==> src/rtl/ocp_seq_pkg.sv <==
// Shared types for the overcurrent shutdown sequencer.
package ocp_seq_pkg;
    typedef enum logic [2:0] {
        ST_IDLE       = 3'd0,
        ST_FILTER     = 3'd1,
        ST_UNLATCH    = 3'd2,
        ST_WAIT_CLEAR = 3'd3,
        ST_RESTART    = 3'd4
    } seq_state_t;
endpackage

==> src/rtl/ocp_glitch_filter.sv <==
// Counts consecutive cycles of a qualified trip and flags the cycle in which
// the run length reaches the programmed filter length (0 treated as 1).
// Assumes: qual_i is synchronous; the count saturates and clears when qual_i drops.
module ocp_glitch_filter #(
    parameter int FILT_W = 4
) (
    input  logic              clk,
    input  logic              rst_n,
    input  logic              qual_i,
    input  logic [FILT_W-1:0] len_i,
    output logic              trig_o
);
    logic [FILT_W-1:0] run_q;
    logic [FILT_W:0]   eff_len;

    // Effective length: zero behaves as one cycle.
    always_comb eff_len = (len_i == '0) ? {{FILT_W{1'b0}}, 1'b1} : {1'b0, len_i};

    // Trip fires when this qualified cycle completes the required run.
    always_comb trig_o = qual_i && (({1'b0, run_q} + 1'b1) >= eff_len);

    // Run-length counter, saturating, cleared when the trip is not qualified.
    always_ff @(posedge clk) begin
        if (!rst_n || !qual_i)
            run_q <= '0;
        else if (run_q != '1)
            run_q <= run_q + 1'b1;
    end
endmodule

==> src/rtl/ocp_phase_timer.sv <==
// Loadable down-counter shared by the discharge and recharge phases.
// Assumes: a load takes priority; the counter stops at zero.
module ocp_phase_timer #(
    parameter int CNT_W = 8
) (
    input  logic             clk,
    input  logic             rst_n,
    input  logic             load_i,
    input  logic [CNT_W-1:0] val_i,
    output logic             zero_o
);
    logic [CNT_W-1:0] cnt_q;

    // Load on request, otherwise count down to zero and hold.
    always_ff @(posedge clk) begin
        if (!rst_n)
            cnt_q <= '0;
        else if (load_i)
            cnt_q <= val_i;
        else if (cnt_q != '0)
            cnt_q <= cnt_q - 1'b1;
    end

    // Expiry flag for the phase in progress.
    always_comb zero_o = (cnt_q == '0);
endmodule

==> src/rtl/ocp_gate_mask.sv <==
// Forces one half-bridge's pair of gate drives low while the kill is active.
// Assumes: kill_i is glitch-free (from a register or a synchronous flag).
module ocp_gate_mask (
    input  logic lo_i,
    input  logic hi_i,
    input  logic kill_i,
    output logic lo_o,
    output logic hi_o
);
    // Pass commands through only when not killed.
    always_comb begin
        lo_o = lo_i & ~kill_i;
        hi_o = hi_i & ~kill_i;
    end
endmodule

==> src/rtl/ocp_shutdown_seq.sv <==
// Overcurrent shutdown sequencer: glitch filter, immediate latched kill, then a
// discharge phase and a recharge phase that waits for the sense to clear.
// Assumes: all inputs synchronous to clk; undervoltage disables trip qualification.
module ocp_shutdown_seq
    import ocp_seq_pkg::*;
#(
    parameter int NUM_PH = 3,
    parameter int FILT_W = 4,
    parameter int CNT_W  = 8
) (
    input  logic              clk,
    input  logic              rst_n,
    input  logic              cmp_trip_i,
    input  logic              cmp_clear_i,
    input  logic              uv_i,
    input  logic [FILT_W-1:0] filt_len_i,
    input  logic [CNT_W-1:0]  unlatch_len_i,
    input  logic [CNT_W-1:0]  restart_len_i,
    input  logic [NUM_PH-1:0] gate_lo_i,
    input  logic [NUM_PH-1:0] gate_hi_i,
    output logic [NUM_PH-1:0] gate_lo_o,
    output logic [NUM_PH-1:0] gate_hi_o,
    output logic              kill_o,
    output logic              fault_n_o,
    output logic              od_discharge_o
);
    seq_state_t       state_q, state_d;
    logic             qual, trig, t_zero, accept;
    logic             t_load;
    logic [CNT_W-1:0] t_val;
    logic [CNT_W-1:0] rst_hold_q;
    logic             fault_active;

    // Trip is only qualified outside undervoltage.
    always_comb qual = cmp_trip_i & ~uv_i;

    ocp_glitch_filter #(.FILT_W(FILT_W)) u_filt (
        .clk    (clk),
        .rst_n  (rst_n),
        .qual_i (qual),
        .len_i  (filt_len_i),
        .trig_o (trig)
    );

    // A trip is accepted only where the sequencer is listening for one.
    always_comb accept = trig && (state_q == ST_IDLE || state_q == ST_FILTER
                                  || state_q == ST_RESTART);

    // Next-state logic for the five-state sequencer.
    always_comb begin
        state_d = state_q;
        unique case (state_q)
            ST_IDLE:       if (accept) state_d = ST_UNLATCH;
                           else if (qual) state_d = ST_FILTER;
            ST_FILTER:     if (accept) state_d = ST_UNLATCH;
                           else if (!qual) state_d = ST_IDLE;
            ST_UNLATCH:    if (t_zero) state_d = cmp_clear_i ? ST_RESTART : ST_WAIT_CLEAR;
            ST_WAIT_CLEAR: if (cmp_clear_i) state_d = ST_RESTART;
            ST_RESTART:    if (accept) state_d = ST_UNLATCH;
                           else if (t_zero) state_d = ST_IDLE;
            default:       state_d = ST_IDLE;
        endcase
    end

    // Timer load: discharge count at trip, held recharge count on entering recharge.
    always_comb begin
        t_load = 1'b0;
        t_val  = unlatch_len_i;
        if (accept) begin
            t_load = 1'b1;
            t_val  = unlatch_len_i;
        end else if (state_d == ST_RESTART && state_q != ST_RESTART) begin
            t_load = 1'b1;
            t_val  = rst_hold_q;
        end
    end

    ocp_phase_timer #(.CNT_W(CNT_W)) u_timer (
        .clk    (clk),
        .rst_n  (rst_n),
        .load_i (t_load),
        .val_i  (t_val),
        .zero_o (t_zero)
    );

    // State register.
    always_ff @(posedge clk) begin
        if (!rst_n) state_q <= ST_IDLE;
        else        state_q <= state_d;
    end

    // Recharge count captured at the trip instant.
    always_ff @(posedge clk) begin
        if (!rst_n)      rst_hold_q <= '0;
        else if (accept) rst_hold_q <= restart_len_i;
    end

    // Output decode: latched fault or undervoltage kills and flags.
    always_comb begin
        fault_active   = (state_q == ST_UNLATCH) || (state_q == ST_WAIT_CLEAR)
                         || (state_q == ST_RESTART);
        kill_o         = fault_active | uv_i;
        fault_n_o      = ~kill_o;
        od_discharge_o = (state_q == ST_UNLATCH) || (state_q == ST_WAIT_CLEAR);
    end

    for (genvar p = 0; p < NUM_PH; p++) begin : g_phase
        ocp_gate_mask u_mask (
            .lo_i   (gate_lo_i[p]),
            .hi_i   (gate_hi_i[p]),
            .kill_i (kill_o),
            .lo_o   (gate_lo_o[p]),
            .hi_o   (gate_hi_o[p])
        );
    end
endmodule

==> config.mk <==
export PLATFORM = sky130hd
export DESIGN_NAME = ocp_shutdown_seq
export DESIGN_NICKNAME = d
export VERILOG_FILES = /design/src/rtl/ocp_seq_pkg.sv /design/src/rtl/ocp_glitch_filter.sv /design/src/rtl/ocp_phase_timer.sv /design/src/rtl/ocp_gate_mask.sv /design/src/rtl/ocp_shutdown_seq.sv
export SDC_FILE = /design/constraint.sdc
export NUM_CORES = 1
export LEC_CHECK = 0
export ABC_AREA = 0
export BUFFER_PORTS_ARGS = -buffer_cell sky130_fd_sc_hd__buf_2
export CAP_MARGIN = 25
export CELL_PAD_IN_SITES_DETAIL_PLACEMENT = 1
export CELL_PAD_IN_SITES_GLOBAL_PLACEMENT = 2
export CORE_AREA = 4 4 75 77
export DETAILED_ROUTE_END_ITERATION = 7
export DIE_AREA = 0 0 79 81
export PLACE_DENSITY_LB_ADDON = 0.1
export SLEW_MARGIN = 0
export SYNTH_ARGS = -nofsm -noshare
export SYNTH_HDL_FRONTEND = slang
export SYNTH_HIERARCHICAL = 1
export SYNTH_SLANG_ARGS = --single-unit
==> constraint.sdc <==
create_clock -name clk -period 3.2 [get_ports clk]
set_clock_uncertainty 0.1 [all_clocks]
set_input_delay 0.32 -clock clk [delete_from_list [all_inputs] [get_ports clk]]
set_output_delay 0.32 -clock clk [all_outputs]
set_load 0.02 [all_outputs]
Word-level counts from Yosys, hierarchy flattened --
Index checks and enable logic that the tools add are counted.
Operators by class: $add $sub $neg 3, $lt $le $gt $ge 1, eq/ne operators 7, multiplexer cells 17, bitwise operators 10, reductions and logical operators 15
Operators with widths (count):
- $mux 8 | 4
- $mux 3 | 9
- $pmux 3 s5 | 1
- $logic_not 8->1 | 1
- $reduce_bool 8->1 | 1
- $sub 8x1->8 const B | 1
- $and 1x1->1 | 7
- $eq 3x2->1 const B | 2
- $eq 3x3->1 const B | 2
- $add 4x1->5 const B | 1
- $ge 5x5->1 | 1
- $logic_or 1x1->1 | 5
- $add 4x1->4 const B | 1
- $logic_not 4->1 | 1
- $mux 4 | 1
- $ne 4x4->1 const B | 1
- $eq 3x1->1 const B | 1
- $logic_and 1x1->1 | 3
- $logic_not 3->1 | 1
- $ne 3x3->1 const B | 1
- $logic_not 1->1 | 2
- $mux 1 | 2
- $not 1->1 | 2
- $reduce_bool 2->1 | 1
- $or 1x1->1 | 1
Storage, ports and cells: bits in registers 23, output and inout port bits 9

Longest topological paths before layout --
Gate-level depths: netlist of the first run.
word-level depth 12, depth in mapped cells 13, gate-level depth less buffers 12

By module --
Netlist of the first run, hierarchy kept.
By module, submodules not included:
- ocp_shutdown_seq | times used 1, cells each 69, area an instance 658.1 um^2, sequential area each 220.2 um^2
- ocp_phase_timer | times used 1, cells each 51, area an instance 457.9 um^2, sequential area each 160.2 um^2
- ocp_glitch_filter | times used 1, cells each 34, area an instance 291.5 um^2, sequential area each 80.1 um^2
- ocp_gate_mask | times used 3, cells each 2, area an instance 12.5 um^2, sequential area each 0.0 um^2

Least setup slack after synthesis of the first run --
No wires, ideal clock.
path kind register to register, start reg u_filt.run_q[0], end reg u_timer.cnt_q[1], library setup time 0.134 ns, arrival time 2.525 ns, data required time 2.966 ns, setup slack 0.440 ns, cell stages (with the launch flop) 14, path buffers 1, period minus slack after synthesis 2.760 ns, path through dfxtp_1 -> ha_1 -> xor2_1 -> ha_1 -> a21o_1 -> a31oi_1 -> o21ai_1 -> nand2b_4 -> clkbuf_1 -> or2_2 -> nand2_1 -> inv_1 -> o21ai_0 -> a311oi_2
On the way: longest elaborated chain between the ends 11
Ends and longest elaborated chain:
- from (decl) | RTL line ocp_glitch_filter.sv:13 | logic [FILT_W-1:0] run_q;
- from (signal assigned) | RTL line ocp_glitch_filter.sv:27 | run_q <= run_q + 1'b1;
- $add 4x1->5 * | RTL line ocp_glitch_filter.sv:20 | always_comb trig_o = qual_i && (({1'b0, run_q} + 1'b1) >= eff_len);
- $ge 5x5->1 * | RTL line ocp_glitch_filter.sv:20
- $logic_and 1x1->1 * | RTL line ocp_glitch_filter.sv:20
- via trig | RTL line ocp_shutdown_seq.sv:28 | logic qual, trig, t_zero, accept;
- $logic_and 1x1->1 * | RTL line ocp_shutdown_seq.sv:46 | always_comb accept = trig && (state_q == ST_IDLE || state_q == ST_FILTER
- $mux 3, on equally long branches | RTL line ocp_shutdown_seq.sv:59, ocp_shutdown_seq.sv:53, ocp_shutdown_seq.sv:55
- $pmux 3 s5 | RTL line ocp_shutdown_seq.sv:52 | unique case (state_q)
- $eq 3x3->1 | RTL line ocp_shutdown_seq.sv:72 | end else if (state_d == ST_RESTART && state_q != ST_RESTART) begin
- $logic_and 1x1->1 | RTL line ocp_shutdown_seq.sv:72
- $mux 1 | RTL line ocp_shutdown_seq.sv:72
- $mux 1 * | RTL line ocp_shutdown_seq.sv:69 | if (accept) begin
- via t_load | RTL line ocp_shutdown_seq.sv:29 | logic t_load;
- $mux 8 or $reduce_bool 2->1 (tied branches)
- to (signal assigned) | RTL line ocp_phase_timer.sv:19 | cnt_q <= val_i;
- to (signal assigned) | RTL line ocp_phase_timer.sv:21 | cnt_q <= cnt_q - 1'b1;
- to (decl) | RTL line ocp_phase_timer.sv:12 | logic [CNT_W-1:0] cnt_q;
The timed path passes the listed nets; every way through them passes the cells marked *. A chain may end at the register's enable or synchronous reset.

Worst setup path after layout of the first run --
start reg u_filt.run_q[0], end reg u_timer.cnt_q[5]
Same word-level chain as after synthesis.

==> impl_metrics.ini, run 1 <==
[power_and_ir_drop]
ir_drop_uv = 205.4
share_seq_of_total_power_pct = 40.8
power_frac_clock_pct = 19.3
power.leakage_uw = 0.0007717
pwr-share-comb_pct = 39.9
p_int_uw = 604.7
power_density_mw_per_mm2 = 539.4
net-switching-power_uw = 335.3
swShare_pct = 35.67

[logic_synthesis]
ys_seq_area_share_pct = 31.86
netlist_instances = 160
ys_top_cells_by_area = dfxtp_1 32%, mux2_4 8.3%, ha_1 5.2%
avgSynthCellArea_um2 = 9.032
yosysUniqueCellTypes = 42
synth_nets = 197
yosysWarnings = 6
synth_seq_cells = 23
synth_edf_count = 0
ys.flop_type = dfxtp_1
synth_top_area_share_pct = 31.86
syn-cell-area_mm2 = 0.001445
async_reset_ff_share_pct = 0
synth_top_area_cell = dfxtp_1

[placed_design]
hpwl_mm = 2.919
place_area_mm2 = 0.001698
io_buffer_count = 39
gp_congestion = 0.7560
dp_slack_ns = 0.3354

[critical_path]
end_kind = flop
startpoint_type = flop
critPathArrivalTime_ns = 2.88
cp_max_fo = 18
critPathRequiredTime_ns = 3.26
critical_path_class = flop to flop
ff2ff_setup_slack_ns = 0.39

[clocking]
clk_path_buf_depth = 2
cts_resized = 0
clockRootBuffer = clkbuf_8
insertion_delay_ns = 0.27
hold_buffers = 0
htreeDepth = 1
cts_buffers = 3
cts_tree = done
clk_transition_reported_paths_ns = 0.09
cts_setup_buffers = 0
cts_num_sinks = 23

[timing]
tightest_slew_ns = 0.3181
tns_ns = 0
rsz0062_at_grt = false
hold_viol_final = 0
relSlewSlack_pct = 78.63
post-route-min-period_ns = 2.815
fin_crit_sh_pct = 87.96
finalMaxSlewViolations = 0
clock.fmax_mhz = 355.3
hold_ws_ns = 0.2791
worst_slack_ns = 0.3854
setup_viol = 0

[route]
routedWlPerCell_um = 13.34
drt_pre_antenna_iters = 4
wirelength_mm = 3.603
ant_nets = 0
via_per_inst = 4.667
post-route-drc-count = 0
vias = 1260
drt_iter0_drc = 47

[grt]
grt_pass1_wl_mm = 6.196
grt_max_degree = 19
grtUsageTotal_pct = 12.21
grt_pass1_vias = 1327
antenna_found_initial = 0
grt_overflow = 0

[final_layout]
stdcell_area_mm2 = 0.001743
drive_above_1_share_pct = 31.00
nFillCells = 628
final_common_cell = buf_2
nets = 238
area_growth_pct = 20.61
finalCoreUtilization_pct = 34.79
layout_common_cells = 39 x buf_2, 23 x dfxtp_1, 13 x o21ai_0
multiInputGateArea_um2 = 898.4
num_antenna_cells = 0
register_area_um2 = 460.4

[floorplan]
dieArea_mm2 = 0.006399
ios = 40
coreArea_mm2 = 0.005010
die_width_um = 79
start_util_pct = 28.85
fp.dieH_um = 81
num_rows = 26

[min_path]
hold_class = input port to flop

[outcome]
status = completed

[run]
drv_cap = 0
worst max-delay path: stages, from the launching register on:
cell      delay, ns
dfxtp_1        0.43
ha_1           0.24
xor2_1         0.22
ha_1           0.28
a21o_1         0.16
a31oi_1        0.16
o21ai_1        0.16
nand2b_4       0.19
or2_2          0.15
nand2_1        0.07
inv_2          0.15
nand2_1        0.13
o31ai_1        0.28
Yosys cell counts, types with 2 or more instances:
library cell	instances
ha_1	6
inv_1	8
nor3b_1	2
nor2b_1	7
a21oi_1	11
nand2_1	10
mux2_4	8
o211ai_1	2
buf_6	4
or3b_1	8
xor2_1	3
clkbuf_1	2
o31ai_1	4
o21ai_0	13
xnor2_1	4
dfxtp_1	23
nor3_1	2
nand3_1	7
o21ai_1	2
a31oi_1	3
nor2_1	9
mux2i_1	2
layer usage:
layer,part of all wire (%),vias up,GRT usage [%]
met3,4.7,2,3.437
met2,51,23,22.47
met5,0,-,0
met4,0.67,0,3.093
met1,44,585,13.87
li1,-,650,-
flip-flops by register name (all words and copies together), names as in the netlist:
name / flops
rst_hold_q: 8
u_filt/run_q: 4
state_q: 3
u_timer/cnt_q: 8
kinds of logic after synthesis:
group / Yosys count / synth area share (%)
compound gates: 41 / 17.23
flops: 23 / 31.86
fa+ha+maj: 6 / 5.195
xor+xnor: 7 / 4.243
mux: 10 / 9.697
buf+inv: 15 / 5.974
simple gates: 58 / 25.80
metrics by stage:
| stage | cells | total power [uW] |
|---|---|---|
| 2_1_floorplan | 160 | 678.9 |
| 3_3_place_gp | 266 | 759.8 |
| 3_5_place_dp | 266 | 769.0 |
| 4_1_cts | 270 | 955.5 |
| 5_1_grt | 270 | 1016 |
| 6_report | 270 | 940.0 |
path summary, 6_finish.rpt:
| kind | from | depth (start not counted) | to |
|---|---|---|---|
| setup / recovery | u_filt/run_q[0] | 12 | u_timer/cnt_q[5] |
| hold / removal | restart_len_i[5] | 3 | rst_hold_q[5] |
| setup reg to reg | u_filt/run_q[0] | 12 | u_timer/cnt_q[5] |
| hold reg to reg | rst_hold_q[4] | 2 | rst_hold_q[4] |
power groups by stage:
| stage | Combinational, uW | Sequential, uW | Clock [uW] |
|---|---|---|---|
| after CTS | 381 | 385 | 190 |
| after detailed placement | 377 | 392 | 0 |
| after global routing | 419 | 393 | 204 |
| after floorplan | 300 | 379 | 0 |
| final | 375 | 384 | 181 |
| after global placement | 371 | 388 | 0 |
area by class of cell:
type / instances / area share (%)
timing repair buffer: 42 / 12.49
clock buffer: 4 / 2.584
sequential: 23 / 26.42
inverter: 9 / 1.938
tap: 70 / 5.025
multi-input combinational: 122 / 51.54
(Power assumes the default switching activity.)
==> run 2: changes to the inputs <==
--- a/config.mk
+++ b/config.mk
@@ -10,9 +10,9 @@
 export CAP_MARGIN = 25
 export CELL_PAD_IN_SITES_DETAIL_PLACEMENT = 1
 export CELL_PAD_IN_SITES_GLOBAL_PLACEMENT = 2
-export CORE_AREA = 4 4 75 77
+export CORE_AREA = 4 4 72 74
 export DETAILED_ROUTE_END_ITERATION = 7
-export DIE_AREA = 0 0 79 81
+export DIE_AREA = 0 0 76 78
 export PLACE_DENSITY_LB_ADDON = 0.1
 export SLEW_MARGIN = 0
 export SYNTH_ARGS = -nofsm -noshare
==> constraint.sdc (replaced) <==
create_clock -name clk -period 3.46 [get_ports clk]
set_clock_uncertainty 0.1 [all_clocks]
set_input_delay 0.346 -clock clk [delete_from_list [all_inputs] [get_ports clk]]
set_output_delay 0.346 -clock clk [all_outputs]
set_load 0.02 [all_outputs]
==> impl_metrics.ini, run 2 (synthesis gave the netlist of run 1 again) <==
[outcome]
status = completed

[floorplan]
die_width_um = 76
coreArea_mm2 = 0.004598
fp.dieH_um = 78
dieArea_mm2 = 0.005928
ios = 40
num_rows = 25
start_util_pct = 31.43

[route]
vias = 1280
ant_nets = 0
via_per_inst = 5.059
post-route-drc-count = 0
drt_pre_antenna_iters = 4
drt_iter0_drc = 11
routedWlPerCell_um = 13.26
wirelength_mm = 3.354

[clocking]
clk_path_buf_depth = 2
hold_buffers = 0
cts_tree = done
clk_transition_reported_paths_ns = 0.08
insertion_delay_ns = 0.26
cts_setup_buffers = 0
clockRootBuffer = clkbuf_8
cts_resized = 0
cts_buffers = 3
cts_num_sinks = 23
htreeDepth = 1

[timing]
relSlewSlack_pct = 77.26
tightest_slew_ns = 0.3385
tns_ns = 0
setup_viol = 0
clock.fmax_mhz = 337.0
fin_crit_sh_pct = 85.76
post-route-min-period_ns = 2.967
rsz0062_at_grt = false
finalMaxSlewViolations = 0
worst_slack_ns = 0.4926
hold_viol_final = 0

[critical_path]
r2r-start = u_filt/run_q[0]
cp_max_fo = 18
critPathArrivalTime_ns = 3.04
rr_worst_depth = 12
critPathRequiredTime_ns = 3.53
end_kind = flop
critical_path_class = flop to flop
startpoint_type = flop
ff2ff_setup_slack_ns = 0.49
r2r-end = u_timer/cnt_q[4]

[grt]
grtUsageTotal_pct = 11.63
grt_pass1_wl_mm = 5.830
grt_max_degree = 19
grt_util_met1_pct = 12.90
antenna_found_initial = 0
grt.busiest_layer = met2
grt_overflow = 0
grt_pass1_vias = 1340
use_met2_pct = 22.17
grt_util_met3_pct = 1.856

[final_layout]
area_growth_pct = 18.70
multiInputGateArea_um2 = 898.4
nets = 237
top_regs = rst_hold_q (8), u_timer/cnt_q (8), u_filt/run_q (4)
layout_common_cells = 39 x buf_2, 23 x dfxtp_1, 13 x o21ai_0
register_area_um2 = 460.4
finalCoreUtilization_pct = 37.31
drive_above_1_share_pct = 30.15
nFillCells = 557
final_common_cell = buf_2
num_antenna_cells = 0
stdcell_count = 253

[power_and_ir_drop]
power_density_mw_per_mm2 = 505.7
share_seq_of_total_power_pct = 40.7
p_int_uw = 559.1
swShare_pct = 35.56
ir_drop_uv = 136.5
power.leakage_uw = 0.0007661
pwr-share-comb_pct = 40.0
net-switching-power_uw = 308.5
power_frac_clock_pct = 19.3

[min_path]
whs_endpoint = rst_hold_q[4]
hold_class = input port to flop
worstHoldPathCells = 3
min_from = restart_len_i[4]

[placed_design]
gp_congestion = 0.7953
hpwl_mm = 2.842
dp_slack_ns = 0.4846
io_buffer_count = 39
dp.cells = 249

[run]
drv_cap = 0
## run 2: routing by layer
metal / vias to the layer above / share of wire, % / wire (um)
met5: - / 0 / 0
met2: 27 / 54 / 1798
met1: 600 / 41 / 1378
met4: 0 / 0.72 / 24
li1: 651 / - / -
met3: 2 / 4.5 / 152
## run 2: final cells by class
class | instances | share of cell area (%)
multi-input cells | 122 | 52.37
flip-flops and latches | 23 | 26.84
repair buffers | 41 | 12.25
well taps | 54 | 3.939
clock buffers | 4 | 2.626
inverters | 9 | 1.969
## run 2: per-stage QoR
step           total power [uW]  hold WS [ns]  area, um2
2_1_floorplan             627.9        0.3533       1445
3_3_place_gp              699.8        0.3605       1670
3_5_place_dp              713.3        0.3729       1670
4_1_cts                   884.0        0.3075       1715
5_1_grt                   932.6        0.3075       1715
6_report                  867.5        0.3114       1715
## run 2: worst max-delay path: stages, from the launching register on
cell and delay (ns):
dfxtp_1 0.42, ha_1 0.23, xor2_1 0.21, ha_1 0.28
a21o_1 0.16, a31oi_1 0.16, o21ai_1 0.15, nand2b_4 0.18
or2_2 0.15, nand2_1 0.15, inv_1 0.25, nand2_1 0.16
o31ai_1 0.27
## run 2: how the worst max path moves through the flow
stage	start	endpoint	depth (start not counted)
6_report	u_filt/run_q[0]	u_timer/cnt_q[4]	12
5_1_grt	u_filt/run_q[0]	u_timer/cnt_q[4]	12
4_1_cts	u_filt/run_q[0]	u_timer/cnt_q[4]	12
3_5_place_dp	u_filt/run_q[0]	u_timer/cnt_q[4]	12
3_3_place_gp	u_filt/run_q[0]	u_timer/cnt_q[1]	12
2_1_floorplan	u_filt/run_q[0]	u_timer/cnt_q[1]	13
## run 2: power groups by stage
stage                     registers, uW  clock network, uW  logic, uW
final                               353                167        347
after global routing                360                187        385
after detailed placement            360                  0        353
after CTS                           354                175        356
after floorplan                     350                  0        277
after global placement              357                  0        343
